--- src/rtl/ctt_pkg.sv ---
package ctt_pkg;
  localparam logic [7:0] OFS_PRESCALE = 8'h00;
  localparam logic [7:0] OFS_RELOAD   = 8'h08;
  localparam logic [7:0] OFS_CTRL     = 8'h20;
  localparam logic [7:0] OFS_PEND     = 8'h30;
  localparam logic [7:0] OFS_IEN      = 8'h34;
  localparam logic [7:0] OFS_WACK     = 8'h40;

  localparam int AK_PRESCALE = 0;
  localparam int AK_RELOAD   = 1;
  localparam int AK_CTRL     = 3;
  localparam int AK_W        = 4;

  typedef struct packed {
    logic interval;
    logic cnt_run;
    logic tick_run;
  } ctrl_t;
endpackage

--- src/rtl/ctt_prescaler.sv ---
module ctt_prescaler #(
  parameter int W = 32
) (
  input  logic         clk,
  input  logic         rst_n,
  input  logic         run,
  input  logic         restart,
  input  logic [W-1:0] limit,
  output logic         tick
);
  logic [W-1:0] acc;

  function automatic logic at_limit(input logic [W-1:0] a, input logic [W-1:0] l);
    return a >= l;
  endfunction

  assign tick = run && at_limit(acc, limit);

  always_ff @(posedge clk or negedge rst_n) begin
    if (!rst_n)       acc <= '0;
    else if (restart) acc <= '0;
    else if (run)     acc <= tick ? '0 : acc + 1'b1;
  end
endmodule

--- src/rtl/ctt_countdown.sv ---
module ctt_countdown #(
  parameter int W = 31
) (
  input  logic         clk,
  input  logic         rst_n,
  input  logic         load,
  input  logic [W-1:0] load_val,
  input  logic [W-1:0] reload,
  input  logic         step,
  input  logic         interval,
  output logic [W-1:0] cnt,
  output logic         expire
);
  localparam logic [W-1:0] ONE = W'(1);

  function automatic logic [W-1:0] after_step(input logic [W-1:0] c,
                                              input logic [W-1:0] r,
                                              input logic         iv);
    if (c == ONE)      return iv ? r : '0;
    else if (c == '0)  return '0;
    else               return c - ONE;
  endfunction

  assign expire = step && (cnt == ONE);

  always_ff @(posedge clk or negedge rst_n) begin
    if (!rst_n)     cnt <= '0;
    else if (load)  cnt <= load_val;
    else if (step)  cnt <= after_step(cnt, reload, interval);
  end
endmodule

--- src/rtl/core_tick_timer.sv ---
module core_tick_timer #(
  parameter int DATA_W = 32
) (
  input  logic              clk,
  input  logic              rst_n,
  input  logic              bus_wr,
  input  logic [7:0]        bus_addr,
  input  logic [DATA_W-1:0] bus_wdata,
  output logic [DATA_W-1:0] bus_rdata,
  output logic              irq
);
  import ctt_pkg::*;

  localparam int CNT_W = DATA_W - 1;

  logic [DATA_W-1:0] pre_buf;
  logic [CNT_W-1:0]  rld_buf;
  ctrl_t             ctrl;
  logic              pend;
  logic              ien;
  logic [AK_W-1:0]   wack;

  logic wr_pre, wr_rld, wr_ctrl, wr_pend, wr_ien, wr_wack;
  logic rld_take, start_pre, start_cnt, cnt_load;
  logic tick, step, expire;
  logic [CNT_W-1:0] cnt_load_val, cnt;
  logic [AK_W-1:0]  ack_set, ack_clr;
  ctrl_t            ctrl_new;

  assign wr_pre  = bus_wr && (bus_addr == OFS_PRESCALE);
  assign wr_rld  = bus_wr && (bus_addr == OFS_RELOAD);
  assign wr_ctrl = bus_wr && (bus_addr == OFS_CTRL);
  assign wr_pend = bus_wr && (bus_addr == OFS_PEND);
  assign wr_ien  = bus_wr && (bus_addr == OFS_IEN);
  assign wr_wack = bus_wr && (bus_addr == OFS_WACK);

  assign ctrl_new  = ctrl_t'(bus_wdata[2:0]);
  assign rld_take  = wr_rld && bus_wdata[DATA_W-1];
  assign start_pre = wr_ctrl && ctrl_new.tick_run && !ctrl.tick_run;
  assign start_cnt = wr_ctrl && ctrl_new.cnt_run && !ctrl.cnt_run;
  assign cnt_load  = rld_take || start_cnt;
  assign cnt_load_val = rld_take ? bus_wdata[CNT_W-1:0] : rld_buf;
  assign step      = tick && ctrl.cnt_run;

  always_comb begin
    ack_set = '0;
    ack_set[AK_PRESCALE] = wr_pre;
    ack_set[AK_RELOAD]   = wr_rld;
    ack_set[AK_CTRL]     = wr_ctrl;
    ack_clr = '0;
    if (wr_wack) begin
      ack_clr[AK_PRESCALE] = bus_wdata[AK_PRESCALE];
      ack_clr[AK_RELOAD]   = bus_wdata[AK_RELOAD];
      ack_clr[AK_CTRL]     = bus_wdata[AK_CTRL];
    end
  end

  always_ff @(posedge clk or negedge rst_n) begin
    if (!rst_n) begin
      pre_buf <= '0;
      rld_buf <= '0;
      ctrl    <= '0;
      pend    <= 1'b0;
      ien     <= 1'b0;
      wack    <= '0;
    end else begin
      if (wr_pre)   pre_buf <= bus_wdata;
      if (rld_take) rld_buf <= bus_wdata[CNT_W-1:0];
      if (wr_ctrl)  ctrl    <= ctrl_new;
      if (wr_ien)   ien     <= bus_wdata[0];
      if (expire)                     pend <= 1'b1;
      else if (wr_pend && bus_wdata[0]) pend <= 1'b0;
      wack <= (wack & ~ack_clr) | ack_set;
    end
  end

  ctt_prescaler #(.W(DATA_W)) u_pre (
    .clk(clk), .rst_n(rst_n), .run(ctrl.tick_run), .restart(start_pre),
    .limit(pre_buf), .tick(tick)
  );

  ctt_countdown #(.W(CNT_W)) u_cnt (
    .clk(clk), .rst_n(rst_n), .load(cnt_load), .load_val(cnt_load_val),
    .reload(rld_buf), .step(step), .interval(ctrl.interval),
    .cnt(cnt), .expire(expire)
  );

  assign irq = pend && ien;

  always_comb begin
    bus_rdata = '0;
    case (bus_addr)
      OFS_PRESCALE: bus_rdata = pre_buf;
      OFS_RELOAD:   bus_rdata = {1'b0, rld_buf};
      OFS_CTRL:     bus_rdata = DATA_W'(ctrl);
      OFS_PEND:     bus_rdata = DATA_W'(pend);
      OFS_IEN:      bus_rdata = DATA_W'(ien);
      OFS_WACK:     bus_rdata = DATA_W'(wack);
      default:      bus_rdata = '0;
    endcase
  end
endmodule

--- config.mk ---
export PLATFORM = sky130hd
export DESIGN_NAME = core_tick_timer
export DESIGN_NICKNAME = d
export VERILOG_FILES = /design/src/rtl/ctt_pkg.sv /design/src/rtl/ctt_prescaler.sv /design/src/rtl/ctt_countdown.sv /design/src/rtl/core_tick_timer.sv
export SDC_FILE = /design/constraint.sdc
export NUM_CORES = 1
export LEC_CHECK = 0
export BUFFER_PORTS_ARGS = -buffer_cell sky130_fd_sc_hd__buf_2
export CAP_MARGIN = 20
export CELL_PAD_IN_SITES_DETAIL_PLACEMENT = 0
export CELL_PAD_IN_SITES_GLOBAL_PLACEMENT = 1
export CORE_MARGIN = 3
export CORE_UTILIZATION = 25
export DETAILED_ROUTE_END_ITERATION = 10
export HOLD_SLACK_MARGIN = 0.08
export PLACE_DENSITY_LB_ADDON = 0.1
export SLEW_MARGIN = 25
export SYNTH_ARGS = -nofsm -noshare
export SYNTH_HDL_FRONTEND = slang
export SYNTH_SLANG_ARGS = --single-unit
--- constraint.sdc ---
create_clock -name clk -period 3.8 [get_ports clk]
set_clock_uncertainty 0.05 [all_clocks]
set_input_delay 0.95 -clock clk [delete_from_list [all_inputs] [get_ports clk]]
set_output_delay 0.95 -clock clk [all_outputs]
set_load 0.05 [all_outputs]
# Word level (Yosys, flattened, before mapping)
# Index checks and enable logic that the tools add are counted.
[classes]
addsub = 2
multipliers = 0
div_mod_pow = 0
magnitude_cmp = 1
n_eq_ne = 6
n_shift = 0
mux = 14
n_bitwise = 3
reduce_logical = 24
[op_table]
columns = ["operator", "n"]
rows = [
  ["case mux 32 bit (6 select lines)", 1],
  ["two-way mux 31 bit", 6],
  ["two-way mux 32 bit", 3],
  ["adder 32 x 1 -> 32 bit, second input constant", 1],
  ["greater-or-equal comparator 32 bit", 1],
  ["== test 31 x 1 -> 1 bit, second input constant", 1],
  ["logical NOT 31 bit", 1],
  ["subtractor 31 x 1 -> 31 bit, second input constant", 1],
  ["== test 8 x 6 -> 1 bit, second input constant", 3],
  ["logical AND 1 bit", 16],
  ["== test 8 x 4 -> 1 bit, second input constant", 1],
  ["== test 8 x 7 -> 1 bit, second input constant", 1],
  ["logical NOT 8 bit", 1],
  ["nonzero test 2 bit", 3],
  ["AND 4 bit", 1],
  ["NOT 4 bit", 1],
  ["bitwise OR 4 bit", 1],
  ["two-way mux 1 bit", 3],
  ["logical NOT 1 bit", 2],
  ["two-way mux 2 bit", 1],
  ["logical OR 1 bit", 1],
]
[word_totals]
ff_bits = 135
latchBits = 0
ram_bits = 0
romBits = 0
memories = 0

# Depth between registers and ports, before layout
[logic_depth]
ltp_word = 6
mapped_depth = 11
mapped_depth_nobuf = 9

# Cells and area by module
# Synthesis repeated with hierarchy kept, for this count alone.
[hier_totals]
hier_cells = 911
hier_area_um2 = 8652.0
[modules_own_cells]
columns = ["mod", "instances", "cells_per_inst", "area_per_inst_um2"]
rows = [
  ["core_tick_timer", 1, 234, 3211.8],
  ["ctt_prescaler", 1, 386, 3037.9],
  ["ctt_countdown", 1, 291, 2402.3],
]

# Worst setup path before layout
# Ideal clock, no wire load.
[synth_path]
kind = "input to output"
start = "input port bus_addr[1]"
end = "output port bus_rdata[31]"
arrival_time_ns = 2.927
required_time_ns = 2.800
slack_ns = -0.127
stages = 3
n_path_buf = 0
path_cell_list = "nor3_1 nand3b_1 nor4_1"
[synth_via]
elab_chain_cells = 2
elab_cells_between_ends = 7
classes_between = "5 x eq/ne; 1 x mux; 1 x reduce/logical"
[synth_lines]
columns = ["item", "line", "text"]
rows = [
  ["start: declaration", "core_tick_timer.sv:7", "input logic [7:0] bus_addr,"],
  ["== test 8 x 7 -> 1 bit, or another cell as far along", "core_tick_timer.sv:92", "case (bus_addr)"],
  ["case mux 32 bit (6 select lines) (*)", "core_tick_timer.sv:92", ""],
  ["end: declaration", "core_tick_timer.sv:9", "output logic [DATA_W-1:0] bus_rdata,"],
]
# Mark *: on every way between the ends. The rest lies on a longest branch, timed or not.

# Final worst setup path
[layout_path]
start = "input port bus_addr[1]"
end = "output port bus_rdata[0]"
# Same word-level chain as after synthesis.

==> results.tsv <==
metric	value	unit
vias per cell	4.992	
Final Instance Area	9639	sq um
routed via count	7048	
largest net degree at the start of global routing	74	
Synth Area in XOR/XNOR	2.524	%
synth warn	0	
Worst EP required	2.80	ns
routed wire length	28830	um
global route overflow	0	
post-synthesis compound-gate area fraction	19.19	%
RSZ-0062 raised after global routing	false	
RePlAce Congestion	0.8516	
min-delay src	wack[3]$_DFF_PN0_	
Synth async-reset ratio	100.0	%
Seq/Total Area, Yosys	42.02	%
max cap viols	0	
DP Wirelength	21730	um
clock power share	43.3	%
# DRC	0	
WHS Path Cells	2	
Fin Setup TNS	0	ns
Synth area leader	dfrtp_1	
Die Y	184.7	um
horizontal die dimension	184.7	um
internal power	3.141	mW
vias in the first global route	7079	
largest family of logic cells by synthesized area	simple AND/OR/NAND/NOR gates	
Most used DFF post-synth	dfrtp_1	
post-synthesis mux area share	2.493	%
Max Freq	0.2822	GHz
synthesis-to-finish area growth	20.79	%
Syn Nets	1010	
Post-DRT Antenna Nets	0	
internal reg-to-reg setup slack	0.69	ns
Initial Util	25.75	%
max_slew headroom	36.59	%
Power Density	463.8	nW/um^2
Top Ports	76	
minimum clock period	3.544	ns
Simple-Gate Fraction of Synth Area	23.17	%
sw frac	29.73	%
Yosys reg bits	134	
clk_lat worst skew	0.42	ns
Peak VDD IR	0.2793	mV
endpoint of the worst register-to-register path	u_cnt.cnt[2]$_DFFE_PN0P_	
most common cell in the synthesized netlist	nand2_1	
GRT Util Overall	17.38	%
# clock sinks	134	
post-synth top area share	42.02	%
slowest cell on the critical path	nor3_1	
Sequential Power Share	42.7	%
CTS tree	done	
WHS Endpoint	wack[3]$_DFF_PN0_	
period utilization	93.26	%
Crit Path Class	input port to primary output	
largest cells by area after synthesis	dfrtp_1 42%, nand2_1 9.0%, ha_1 5.6%, o21ai_0 4.0%, a22o_1 3.5%	
nets	1080	
hold_buf cts	0	
TritonCTS buffer count	17	
CP max stage delay	0.42	ns
CTS root buf	clkbuf_16	
Crit path arrival time	2.54	ns
Synth top cells by count	192 x nand2_1, 134 x dfrtp_1, 64 x o21ai_0	
H-Tree Depth	4	
Placed Area	8959	sq um
DR iter-0 viols	606	
floorplan row count	64	
WP buf/inv	3	
adder-cell share of the synthesized area	5.644	%
final setup vio count	0	
initial antenna violation count	2	
cell count after synthesis	931	
first-pass GRT wire length	44890	um
core area	30990	sq um
Hold Vio Cnt, Final	0	
status	finished clean	
average routed wire per standard cell	20.42	um
# Post-CTS Setup Buffers	0	
post-synthesis area per instance	8.572	sq um
worst r2r src	pre_buf[2]$_DFFE_PN0P_	
NetSw	1.329	mW
Critical Path End Type	primary output	
Hold Crit Class	register to register	
Post-synth EDFFs	0	
Comb pwr share	14.0	%
slew at the pin closest to its max-slew limit	0.9476	ns
drt pass-1 iters	5	
die area	34100	sq um
Yosys cell types	61	
CTS resizes	0	
area of the mapped netlist	7980	sq um
Top delay family on crit path	simple AND/OR/NAND/NOR gates	
worst r2r path cells	10	
crit path launch type	input port	
I/O Buffers	75	
CP max FO	5	
Bufs on Longest Clock Path	2	
clk slew on worst S/H paths	0.06	ns
worst path cell trace	buf_2, nor3_1, nand3b_1, buf_4, nor3_1, a221oi_1, nand2_1, buf_2	
leakage power total	4.455	nW
final-report max-slew violation count	0	
layout cells sized above 1	17.36	%
layout by cell type, fill, tap and decap left out, drive strengths merged, types with 12 or more instances in the layout:
master	Yosys	layout
nor3	34	34
nand2	193	193
a21oi	45	45
ha	36	36
mux2i	12	12
inv	47	50
nor2	51	51
o21ai	66	66
nor4	13	13
nand4	15	15
xnor2	14	14
a31oi	15	15
buf	11	103
dfrtp	134	134
a22o	32	32
clkbuf	41	17
a211oi	14	14
nand3	29	29
and3	16	16
power by group through the flow:
stage / Sequential [mW] / Clock (mW) / Combinational [mW]
6_report: 1.91 / 1.94 / 0.627
5_1_grt: 1.94 / 2.06 / 0.744
4_1_cts: 1.91 / 2.00 / 0.639
3_5_place_dp: 1.94 / 0 / 0.635
3_3_place_gp: 1.93 / 0 / 0.630
2_1_floorplan: 1.81 / 0 / 0.474
routing by layer:
layer / global-route usage [%] / part of all wire (%) / up-vias
met2: 27.27 / 47 / 103
met4: 6.002 / 2.6 / 0
met3: 1.796 / 2.2 / 28
met5: 0 / 0 / -
met1: 24.98 / 49 / 3445
li1: - / - / 3472
kinds of logic after synthesis:
| family | count (synthesis) |
|---|---|
| adders and majority gates | 36 |
| xor gates and xnor gates | 23 |
| muxes | 19 |
| AOI/OAI and AO/OA | 228 |
| and+or+nand+nor | 392 |
| buffers and inverters | 99 |
| DFF | 134 |
worst reg2reg max path: cells and delay by family, from the launching register on:
| family | cells | cell delay [ns] |
|---|---|---|
| adders and majority gates | 1 | 0.30 |
| and+or+nand+nor | 1 | 0.74 |
| DFF | 1 | 0.39 |
| buffers and inverters | 2 | 0.24 |
| AOI/OAI and AO/OA | 6 | 1.22 |
registers in the layout, summed over array words and instances (netlist names):
signal     cells
ien            1
ctrl           3
u_pre.acc     32
u_cnt.cnt     31
rld_buf       31
pend           1
pre_buf       32
wack           3
how the worst max path moves through the flow:
stage | from | end | slack (ns) | depth (start not counted)
after floorplan | bus_addr[3] | bus_rdata[22] | 0.01 | 7
after global placement | bus_addr[1] | bus_rdata[28] | 0.28 | 7
after detailed placement | bus_addr[1] | bus_rdata[0] | 0.24 | 8
after CTS | bus_addr[1] | bus_rdata[0] | 0.26 | 8
after global routing | bus_addr[1] | bus_rdata[0] | 0.12 | 8
final | bus_addr[1] | bus_rdata[0] | 0.26 | 8
metrics by stage:
step	worst slack (ns)	instances	utilization (%)	hold slack, ns	power (mW)
after floorplan	0.01440	931	-	0.3953	2.282
after detailed placement	0.2431	1378	28.91	0.4193	2.571
after CTS	0.2564	1410	31.09	0.4347	4.550
final	0.2562	1412	31.10	0.4352	4.470
after global placement	0.2780	1378	28.91	0.4158	2.565
after global routing	0.1212	1412	31.10	0.4571	4.743
final cells by class:
type | count | area (sq um)
Antenna cell | 2 | 5.005
Clock buffer | 17 | 425.4
Clock inverter | 15 | 250.2
Fill cell | 3270 | 21350
Inverter | 47 | 176.4
Multi-Input combinational cell | 698 | 4279
Sequential cell | 134 | 3353
Tap cell | 396 | 495.5
Timing Repair Buffer | 103 | 654.4
Note: power is estimated with default switching activity, not from simulation.
